### src/rtl/pmc_pkg.sv
// Package: constants, field layout and state type shared by the mode controller.
// Assumes a 5-bit word address space and 32-bit data.
package pmc_pkg;
    localparam int DATA_W    = 32;
    localparam int ADDR_W    = 5;
    localparam int CODE_W    = 4;
    localparam int NUM_CODES = 1 << CODE_W;
    localparam int CFG_W     = 24;
    localparam int EN_W      = 11;
    localparam int SRC_N     = 4;
    localparam int KEY_W     = 16;

    localparam logic [KEY_W-1:0] KEY_ARM  = 16'h5AF0;
    localparam logic [KEY_W-1:0] KEY_FIRE = 16'hA50F;

    localparam logic [CODE_W-1:0]    MODE_BOOT = 4'd3;
    localparam logic [NUM_CODES-1:0] MODE_OK   = 16'h05FE;

    localparam logic [CFG_W-1:0] CFG_MASK = 24'h9F00FF;
    localparam logic [CFG_W-1:0] CFG_INIT = 24'h1F0010;
    localparam logic [EN_W-1:0]  EN_FIXED = 11'h01D;
    localparam logic [EN_W-1:0]  EN_RW    = 11'h5E2;

    localparam logic [ADDR_W-1:0] ADR_STATUS = 5'd0;
    localparam logic [ADDR_W-1:0] ADR_REQ    = 5'd1;
    localparam logic [ADDR_W-1:0] ADR_ENABLE = 5'd2;

    localparam int ST_BUSY = 8;
    localparam int ST_IRC  = 9;
    localparam int ST_ERR  = 12;

    typedef enum logic [1:0] {SQ_IDLE, SQ_WAIT, SQ_COMMIT} seq_state_t;

    typedef struct packed {
        logic       pad_pd;
        logic [1:0] spare_hi;
        logic       mreg_on;
        logic [1:0] dflash;
        logic [1:0] cflash;
        logic [7:0] spare_lo;
        logic [3:0] src_on;
        logic [3:0] clk_sel;
    } mode_cfg_t;
endpackage

### src/rtl/pmc_regs.sv
// Module: mode-enable register and per-mode configuration words.
// Decodes its own addresses from the shared write strobe; storage exists
// only for requestable mode codes. Read data is combinational.
module pmc_regs
    import pmc_pkg::*;
(
    input  logic                 clk,
    input  logic                 rst_n,
    input  logic                 wr_en,
    input  logic [ADDR_W-1:0]    addr,
    input  logic [DATA_W-1:0]    wdata,
    input  logic [CODE_W-1:0]    look_mode,
    output logic [NUM_CODES-1:0] en_view,
    output mode_cfg_t            look_cfg,
    output logic [DATA_W-1:0]    rd_data
);
    logic [EN_W-1:0]  en_q;
    logic [CFG_W-1:0] cfg_w [NUM_CODES];

    // Writable mode-enable bits; fixed bits are merged on the read side.
    always_ff @(posedge clk) begin
        if (!rst_n)
            en_q <= '0;
        else if (wr_en && addr == ADR_ENABLE)
            en_q <= wdata[EN_W-1:0] & EN_RW;
    end

    assign en_view = {{(NUM_CODES-EN_W){1'b0}}, en_q | EN_FIXED};

    generate
        for (genvar g = 0; g < NUM_CODES; g++) begin : g_cfg
            if (MODE_OK[g]) begin : g_live
                logic [CFG_W-1:0] q;
                // Configuration word of one requestable mode.
                always_ff @(posedge clk) begin
                    if (!rst_n)
                        q <= CFG_INIT;
                    else if (wr_en && addr == {1'b1, CODE_W'(g)})
                        q <= wdata[CFG_W-1:0] & CFG_MASK;
                end
                assign cfg_w[g] = q;
            end else begin : g_none
                assign cfg_w[g] = '0;
            end
        end
    endgenerate

    assign look_cfg = mode_cfg_t'(cfg_w[look_mode]);

    // Read mux for the addresses owned here.
    always_comb begin
        rd_data = '0;
        if (addr[ADDR_W-1])
            rd_data = {{(DATA_W-CFG_W){1'b0}}, cfg_w[addr[CODE_W-1:0]]};
        else if (addr == ADR_ENABLE)
            rd_data = {{(DATA_W-NUM_CODES){1'b0}}, en_view};
    end
endmodule

### src/rtl/pmc_keygate.sv
// Module: two-write key check on the request register.
// Assumes req_wr is already decoded to the request address; hold blocks
// every effect of a write (busy or oscillator not yet stable).
module pmc_keygate
    import pmc_pkg::*;
(
    input  logic                 clk,
    input  logic                 rst_n,
    input  logic                 req_wr,
    input  logic [DATA_W-1:0]    req_data,
    input  logic                 hold,
    input  logic [NUM_CODES-1:0] en_view,
    output logic                 fire,
    output logic [CODE_W-1:0]    fire_mode,
    output logic                 abort
);
    logic              armed_q;
    logic [CODE_W-1:0] arm_mode_q;
    logic [KEY_W-1:0]  key;
    logic              live, is_arm, target_ok;

    assign key       = req_data[KEY_W-1:0];
    assign fire_mode = req_data[DATA_W-1 -: CODE_W];
    assign live      = req_wr && !hold;
    assign is_arm    = (key == KEY_ARM);
    assign target_ok = MODE_OK[fire_mode] && en_view[fire_mode];
    assign fire      = live && armed_q && !is_arm && key == KEY_FIRE &&
                       fire_mode == arm_mode_q && target_ok;
    assign abort     = live && armed_q && !is_arm && !fire;

    // Arm on the first key, disarm on any other accepted request write.
    always_ff @(posedge clk) begin
        if (!rst_n) begin
            armed_q    <= 1'b0;
            arm_mode_q <= '0;
        end else if (live) begin
            armed_q <= is_arm;
            if (is_arm)
                arm_mode_q <= fire_mode;
        end
    end
endmodule

### src/rtl/pmc_seq.sv
// Module: transition sequencer. Powers the target's sources on, waits for
// their ready flags, moves the clock select, then commits the target set
// and power settings. Assumes go is only raised while idle.
module pmc_seq
    import pmc_pkg::*;
(
    input  logic              clk,
    input  logic              rst_n,
    input  logic              go,
    input  logic [CODE_W-1:0] go_mode,
    input  mode_cfg_t         go_cfg,
    input  logic [SRC_N-1:0]  src_ready,
    output logic              busy,
    output logic [CODE_W-1:0] mode,
    output logic [SRC_N-1:0]  src_en,
    output logic [3:0]        clk_sel,
    output logic [1:0]        cflash,
    output logic [1:0]        dflash,
    output logic              mreg_on,
    output logic              pad_pd,
    output logic [SRC_N-1:0]  need_on
);
    localparam mode_cfg_t BOOT_CFG = mode_cfg_t'(CFG_INIT);

    seq_state_t        state_q;
    mode_cfg_t         tgt_q, applied_q;
    logic [CODE_W-1:0] tgt_mode_q, mode_q;
    logic [SRC_N-1:0]  src_en_q;
    logic [3:0]        sel_q;
    logic              all_ready;

    assign all_ready = (src_ready & tgt_q.src_on) == tgt_q.src_on;

    // Three-step transition: capture and power up, switch, commit.
    always_ff @(posedge clk) begin
        if (!rst_n) begin
            state_q    <= SQ_IDLE;
            tgt_q      <= BOOT_CFG;
            applied_q  <= BOOT_CFG;
            tgt_mode_q <= MODE_BOOT;
            mode_q     <= MODE_BOOT;
            src_en_q   <= BOOT_CFG.src_on;
            sel_q      <= BOOT_CFG.clk_sel;
        end else begin
            case (state_q)
                SQ_IDLE: if (go) begin
                    tgt_q      <= go_cfg;
                    tgt_mode_q <= go_mode;
                    src_en_q   <= src_en_q | go_cfg.src_on;
                    state_q    <= SQ_WAIT;
                end
                SQ_WAIT: if (all_ready) begin
                    sel_q   <= tgt_q.clk_sel;
                    state_q <= SQ_COMMIT;
                end
                SQ_COMMIT: begin
                    src_en_q  <= tgt_q.src_on;
                    applied_q <= tgt_q;
                    mode_q    <= tgt_mode_q;
                    state_q   <= SQ_IDLE;
                end
                default: state_q <= SQ_IDLE;
            endcase
        end
    end

    assign busy    = (state_q != SQ_IDLE);
    assign mode    = mode_q;
    assign src_en  = src_en_q;
    assign clk_sel = sel_q;
    assign cflash  = applied_q.cflash;
    assign dflash  = applied_q.dflash;
    assign mreg_on = applied_q.mreg_on;
    assign pad_pd  = applied_q.pad_pd;
    assign need_on = tgt_q.src_on;
endmodule

### src/rtl/pmc_mode_ctrl.sv
// Module: top of the key-protected operating mode controller.
// Holds the oscillator-stable and error flags, composes the status word and
// ties together registers, key gate and sequencer.
module pmc_mode_ctrl
    import pmc_pkg::*;
(
    input  logic              clk,
    input  logic              rst_n,
    input  logic              bus_wr,
    input  logic [4:0]        bus_addr,
    input  logic [31:0]       bus_wdata,
    output logic [31:0]       bus_rdata,
    input  logic [3:0]        src_ready,
    output logic [3:0]        src_en,
    output logic [3:0]        clk_sel,
    output logic [1:0]        cflash_pwr,
    output logic [1:0]        dflash_pwr,
    output logic              mreg_on,
    output logic              pad_pwrdn
);
    logic                 irc_ok, err, busy, fire, abort;
    logic [CODE_W-1:0]    cur_mode, fire_mode;
    logic [NUM_CODES-1:0] en_view;
    logic [SRC_N-1:0]     need_on;
    logic [DATA_W-1:0]    reg_rd, status;
    mode_cfg_t            look_cfg;

    // Latch the internal oscillator ready flag once seen after reset.
    always_ff @(posedge clk) begin
        if (!rst_n)
            irc_ok <= 1'b0;
        else if (src_ready[0])
            irc_ok <= 1'b1;
    end

    // Sticky refusal flag, cleared by writing one to its status bit.
    always_ff @(posedge clk) begin
        if (!rst_n)
            err <= 1'b0;
        else if (abort)
            err <= 1'b1;
        else if (bus_wr && bus_addr == ADR_STATUS && bus_wdata[ST_ERR])
            err <= 1'b0;
    end

    // Status word and top-level read mux.
    always_comb begin
        status              = '0;
        status[CODE_W-1:0]  = cur_mode;
        status[ST_BUSY]     = busy;
        status[ST_IRC]      = irc_ok;
        status[ST_ERR]      = err;
        bus_rdata = (bus_addr == ADR_STATUS) ? status : reg_rd;
    end

    pmc_regs u_regs (
        .clk(clk), .rst_n(rst_n), .wr_en(bus_wr), .addr(bus_addr),
        .wdata(bus_wdata), .look_mode(fire_mode), .en_view(en_view),
        .look_cfg(look_cfg), .rd_data(reg_rd)
    );

    pmc_keygate u_key (
        .clk(clk), .rst_n(rst_n),
        .req_wr(bus_wr && bus_addr == ADR_REQ), .req_data(bus_wdata),
        .hold(busy || !irc_ok), .en_view(en_view),
        .fire(fire), .fire_mode(fire_mode), .abort(abort)
    );

    pmc_seq u_seq (
        .clk(clk), .rst_n(rst_n), .go(fire), .go_mode(fire_mode),
        .go_cfg(look_cfg), .src_ready(src_ready), .busy(busy),
        .mode(cur_mode), .src_en(src_en), .clk_sel(clk_sel),
        .cflash(cflash_pwr), .dflash(dflash_pwr), .mreg_on(mreg_on),
        .pad_pd(pad_pwrdn), .need_on(need_on)
    );
endmodule

### config.mk
export PLATFORM = sky130hd
export DESIGN_NAME = pmc_mode_ctrl
export DESIGN_NICKNAME = d
export VERILOG_FILES = /design/src/rtl/pmc_pkg.sv /design/src/rtl/pmc_regs.sv /design/src/rtl/pmc_keygate.sv /design/src/rtl/pmc_seq.sv /design/src/rtl/pmc_mode_ctrl.sv
export SDC_FILE = /design/constraint.sdc
export NUM_CORES = 1
export LEC_CHECK = 0
export BUFFER_PORTS_ARGS = -buffer_cell sky130_fd_sc_hd__buf_2
export CAP_MARGIN = 10
export CORE_ASPECT_RATIO = 0.9
export CORE_MARGIN = 3
export CORE_UTILIZATION = 46
export DETAILED_ROUTE_END_ITERATION = 16
export RECOVER_POWER = 100
export SKIP_LAST_GASP = 1
export SYNTH_ARGS = -nofsm -noshare
export SYNTH_HDL_FRONTEND = slang
export SYNTH_HIERARCHICAL = 1
export SYNTH_SLANG_ARGS = --single-unit
### constraint.sdc
create_clock -name clk -period 3.31 [get_ports clk]
set_input_delay 0.662 -clock clk [delete_from_list [all_inputs] [get_ports clk]]
set_output_delay 0.662 -clock clk [all_outputs]
set_load 0.01 [all_outputs]
==> summary.txt, run 1 <==
Worst setup path
  – CP top delay family: simple AND/OR/NAND/NOR gates
  – Crit path launch type: primary input
  – Kind of critical path: primary input to primary output
  – Crit Path Max Fanout: 13
  – Worst path arrival time: roughly 2.5 ns
  – Crit. End Element: primary output
  – Critical path data required time: about 2.7 ns
  – Reg2Reg Setup Slack: 0.95 ns
  – Slowest-stage cell, CP: or2_1
  – Max incr delay on CP: approximately 0.44 ns
  – CP Buf/Inv Count: 2
  – CP cell instances: buf_2, or2_1, nand2b_1, o21ai_1, mux2_2, clkbuf_1

Detailed routing
  – Average wire per standard cell: roughly 21 um
  – DRC viols: 0
  – Vias per inst: 5.783
  – Final ANT Viol Nets: 0
  – 1st-iter DRT viols: ~780
  – Final WL: slightly above 30 mm
  – DRT Pass-1 Iters: 5
  – Vias: 8438

STA
  – Fin worst setup slack: roughly 0.13 ns
  – Slew Limit Headroom: -6.689%
  – F_max: about 310 MHz
  – Fin Clk Skew: about 0.0088 ns
  – Final min period: approximately 3.2 ns
  – Final Max Tran Viols: 83
  – Final setup vio count: 0
  – Endpoints failing hold: 0
  – Setup TNS: 0 ns
  – Slew @ Worst Pin: about 1.6 ns
  – Tcrit/Tclk final: between 90% and 100%
  – Worst hold slack: 0.4597 ns
  – RSZ-0062 raised after global routing: no

Logic synthesis
  – Syn_area_per_cell: 8.224 um^2
  – Mapped cell area: around 9600 um^2
  – Syn. warnings: 6
  – Cell count after synthesis: between 1000 and 1500

Finish
  – Top reg by flops: u_regs/g_cfg.g_live.q
  – Fillers: slightly below 2000
  – Fraction of layout cells with a size suffix above 1: 13.62%
  – Biggest registers after layout: u_regs/g_cfg.g_live.q (126), u_seq/tgt_q (10), u_regs/en_q (6)
  – Final Util: 52.07%
  – Largest register FFs: ~130
  – Antenna diodes: 0
  – Synthesis-to-finish area growth: 9.911%
  – Nets@finish: 1235

Clock tree
  – Post-CTS Setup Bufs: 0
  – CTS Sinks: roughly 180
  – H-Tree Depth: 4
  – CTS tree: yes
  – Clock-pin slew on the worst setup and hold paths: ~0.07 ns
  – Hold-fix buffers, CTS: 0
  – Root Driver: clkbuf_16
  – Clock Latency Late Sink: approximately 0.44 ns
  – Max Root-Sink Buffers: 2
  – Post-CTS Resized: 0
  – Total CTS buffers: 17

Global route
  – Total Routing Usage GR: a little over a quarter
  – Largest net degree at the start of global routing: 83
  – Overflow left after global routing: 0
  – First-pass GRT wire length: around 46 mm
  – Initial antenna violation count: 0
  – Vias in the first global route: a little under 8000

Place
  – DP HPWL: between 20 and 25 mm
  – Pre-CTS setup slack: ~0.2 ns
  – Port-buffer cells: ~70
  – GP Congestion: just under 0.9

Power and ir drop
  – Leakage: 4.108 nW
  – Cell Int Power: 3.383 mW
  – Peak supply drop: around 0.32 mV
  – Comb power frac: a little under a tenth
  – Switch share: 27.51%
  – Clk network pwr share: between 40% and 50%
  – Seq pwr share: between 40% and 50%
  – Sw Pwr: approximately 1.3 mW
  – PwrDens: 444.4 nW/um^2

Job
  – Max cap viols: 1

Die
  – Starting Density: 47.38%
  – # rows: 49
  – Die height: approximately 140 um
  – IO Count: 90
  – Die span in x: 157.9 um
  – Die ar.: about 23000 um^2
  – Core area: between 20000 and 25000 um^2

Outcome
  – Status: finished with violations
  – Failing checks: max-capacitance violations, max-slew violations

Hold path
  – Hold WC Path Type: primary input to flip-flop
per-layer routing:
| metal | up-vias | GRT usage (%) | share of wire, % | wire, um |
|---|---|---|---|---|
| met4 | 0 | 7.832 | 2.2 | 659 |
| met5 | - | 0 | 0 | 0 |
| met1 | 4030 | 37.65 | 45 | 13840 |
| met3 | 52 | 5.424 | 7.0 | 2149 |
| li1 | 4029 | - | - | - |
| met2 | 327 | 42.95 | 45 | 13860 |
stage by stage:
stage	cells	area (um^2)	total power, mW
global placement	1427	10030	2.654
finish	1459	10500	4.667
CTS	1459	10620	4.704
floorplan	1179	9620	2.516
global route	1459	10500	4.821
detailed placement	1427	10030	2.656
worst reg2reg max path, cell delays in order (launching register included):
cell      delay, ns
dfxtp_1        0.34
nor2_2         0.19
inv_1          0.07
nand2b_1       0.17
nor2b_1        0.15
nand3_1        0.12
nor3_1         0.35
and2_0         0.18
clkbuf_2       0.38
nand2_1        0.17
a21boi_0       0.17
worst paths after layout:
check | cells past startpoint | start | endpoint
worst max register to register | 10 | u_seq/state_q[1] | u_seq/need_on[1]
worst min register to register | 2 | u_seq/clk_sel[2] | u_seq/clk_sel[2]
worst max-delay path | 6 | bus_addr[2] | bus_rdata[0]
worst min-delay path | 2 | src_ready[0] | irc_ok
cells in the final DEF (no fill, tap or decap), types with 9 or more instances in the layout:
cell / n
nand2b_1: 22
o22ai_1: 16
nand3_1: 73
a21oi_1: 36
mux2i_1: 68
buf_2: 41
mux4_2: 19
o221ai_1: 17
a21boi_1: 9
conb_1: 19
nor2b_1: 38
nor2_1: 20
dfxtp_1: 177
mux2_2: 13
clkbuf_1: 30
a21boi_0: 76
buf_4: 38
o21ai_1: 26
nand2_1: 324
clkbuf_16: 17
a22oi_1: 20
layout make-up:
cell class / instances / area, um^2 / share of cell area [%]
multi-input combinational: 872 / 5370 / 51.13
sequential: 177 / 3543 / 33.73
timing repair buffer: 115 / 648.1 / 6.170
clock buffer: 17 / 425.4 / 4.050
tap: 255 / 319.1 / 3.038
clock inverter: 15 / 167.7 / 1.596
inverter: 8 / 30.03 / 0.2859
power groups by stage:
stage               combinational [mW]  sequential [mW]  clock (mW)
floorplan                        0.314             2.20           0
global placement                 0.448             2.21           0
detailed placement               0.450             2.21           0
CTS                              0.452             2.16        2.10
global route                     0.479             2.16        2.18
finish                           0.449             2.16        2.06
Note: power is estimated with default switching activity, not from simulation.
==> run 2: changes to the inputs <==
- clock period: 3.31 -> 3.8 ns (I/O delays scaled with it)
==> run 2 against run 1 <==
Effect of this change: the flow still finishes with violations (max-capacitance violations, max-slew violations); first-iteration DRC count rose by 11%; final cell count about the same; register-to-register slack improved by 0.68 ns; wire length down 0.60%; setup slack improved by 0.20 ns; clock skew fell by 0.0017 ns; largest power group unchanged.
==> summary.txt, run 2 (same netlist as run 1, synthesis figures left out) <==
Outcome
  – Status: finished with violations
  – Failing checks: max-capacitance violations, max-slew violations

Finish
  – Antenna diodes: 0
  – Synthesis-to-finish area growth: 9.911%
  – Commonest cells after routing, fill and taps aside: nand2_1 (324), dfxtp_1 (177), a21boi_0 (79)
  – Largest register FFs: between 100 and 150
  – Fillers: between 1500 and 2000
  – Top reg by flops: u_regs/g_cfg.g_live.q
  – Multi-input logic area: between 5000 and 6000 um^2
  – Reg area: around 3500 um^2
  – Fraction of layout cells with a size suffix above 1: 13.38%
  – Biggest registers after layout: u_regs/g_cfg.g_live.q (126), u_seq/tgt_q (10), u_regs/en_q (6)
  – Nets@finish: 1234
  – Most common cell after layout, fill and taps aside: nand2_1

STA
  – Final setup vio count: 0
  – RSZ-0062 raised after global routing: no
  – Slew Limit Headroom: -28.14%
  – Fin worst setup slack: roughly 0.33 ns
  – F_max: between 200 and 300 MHz
  – Tcrit/Tclk final: 91.28%
  – Setup TNS: 0 ns
  – Final min period: 3.469 ns
  – Final Max Tran Viols: approximately 150
  – Slew @ Worst Pin: between 1.5 and 2 ns
  – Fin Clk Skew: ~0.0070 ns
  – Endpoints failing hold: 0
  – Worst hold slack: between 0.4 and 0.5 ns

Place
  – Pre-CTS setup slack: about 0.39 ns
  – Port-buffer cells: 69
  – GP Congestion: 0.8466
  – DP HPWL: just over 20 mm

Clock tree
  – H-Tree Depth: 4
  – CTS Sinks: 177
  – CTS tree: yes
  – Post-CTS Setup Bufs: 0
  – Post-CTS Resized: 0
  – Hold-fix buffers, CTS: 0
  – Clock-pin slew on the worst setup and hold paths: approximately 0.070 ns
  – Total CTS buffers: 17
  – Clock Latency Late Sink: about 0.44 ns
  – Max Root-Sink Buffers: 2
  – Root Driver: clkbuf_16

Detailed routing
  – Vias: between 8000 and 9000
  – 1st-iter DRT viols: between 800 and 900
  – DRT Pass-1 Iters: 5
  – Vias per inst: around 5.7
  – Final ANT Viol Nets: 0
  – Average wire per standard cell: a little over 20 um
  – Final WL: slightly above 30 mm
  – DRC viols: 0

Worst setup path
  – Crit. End Element: primary output
  – Worst path arrival time: ~2.7 ns
  – Reg2reg start: u_seq/state_q[1]
  – Reg2reg end: u_seq/need_on[1]
  – CP Launch Point: bus_addr[1]
  – Reg2Reg Setup Slack: approximately 1.6 ns
  – Kind of critical path: primary input to primary output
  – Crit path launch type: primary input
  – Critical path data required time: ~3.0 ns
  – Worst R2R Path Depth: 10
  – Crit path to: bus_rdata[1]
  – Crit Path Max Fanout: 18

Die
  – Starting Density: between 40 and 50%
  – # rows: 49
  – Die ar.: between 20000 and 25000 um^2
  – Die height: approximately 140 um
  – IO Count: 90
  – Die span in x: 157.9 um
  – Core area: roughly 20000 um^2

Power and ir drop
  – Comb power frac: 9.7%
  – Sw Pwr: 1.116 mW
  – Peak supply drop: 0.3074 mV
  – PwrDens: ~390 nW/um^2
  – Seq pwr share: 46.2%
  – Leakage: 4.097 nW
  – Cell Int Power: a little under 3 mW
  – Switch share: 27.46%
  – Clk network pwr share: a little over two fifths

Global route
  – First-pass GRT wire length: around 46 mm
  – Largest net degree at the start of global routing: 105
  – Total Routing Usage GR: ~27%
  – Initial antenna violation count: 0
  – Overflow left after global routing: 0
  – Vias in the first global route: approximately 7900

Job
  – Max cap viols: 3

Hold path
  – Hold WC Path Type: flip-flop to flip-flop
[run 2: cell count changes in the layout (fill, tap and decap cells not counted), sizes merged]
cell | previous run | this run
clkbuf | 52 | 53
buf | 80 | 78
[run 2: how the worst min path moves through the flow]
stage / start / endpoint / slack, ns / depth (start not counted)
CTS: u_seq/tgt_mode_q[3] / u_seq/tgt_mode_q[3] / 0.46 / 2
floorplan: u_seq/mode[1] / u_seq/mode[1] / 0.43 / 2
finish: u_seq/clk_sel[2] / u_seq/clk_sel[2] / 0.46 / 2
global placement: u_seq/clk_sel[0] / u_seq/clk_sel[0] / 0.44 / 2
detailed placement: u_seq/clk_sel[0] / u_seq/clk_sel[0] / 0.45 / 2
global route: u_seq/clk_sel[3] / u_seq/clk_sel[3] / 0.48 / 2
[run 2: final cells by class]
| cell class | instances | share of cell area [%] |
|---|---|---|
| Clock buffer | 17 | 4.050 |
| Clock inverter | 15 | 1.549 |
| Inverter | 8 | 0.2859 |
| Multi-Input combinational cell | 872 | 51.28 |
| Sequential cell | 177 | 33.73 |
| Tap cell | 255 | 3.038 |
| Timing Repair Buffer | 114 | 6.063 |
[run 2: power groups by stage]
stage,combinational [mW],clock [mW],sequential [mW]
6_report,0.395,1.79,1.88
5_1_grt,0.422,1.88,1.88
4_1_cts,0.395,1.82,1.88
3_5_place_dp,0.393,0,1.92
3_3_place_gp,0.392,0,1.92
2_1_floorplan,0.273,0,1.92
[run 2: worst max-delay path, stage by stage]
cell      delay, ns
buf_4          0.21
or4_1          0.60
nor2_2         0.58
mux2_2         0.42
clkbuf_1       0.13
[run 2: stage by stage]
step | instance area (um^2) | total power [mW] | utilization (%) | std cells
after floorplan | 9620 | 2.191 | - | 1179
final | 10500 | 4.063 | 52.07 | 1458
after detailed placement | 10010 | 2.315 | 49.62 | 1426
after global placement | 10010 | 2.314 | 49.62 | 1426
after CTS | 10600 | 4.091 | 52.54 | 1458
after global routing | 10500 | 4.183 | 52.07 | 1458
[run 2: per-layer routing]
metal	GRT usage [%]	wire (um)	up-vias
met5	0	0	-
met4	9.280	626	0
met3	4.364	1946	52
met2	44.21	14200	305
met1	36.08	13550	3907
li1	-	-	4013
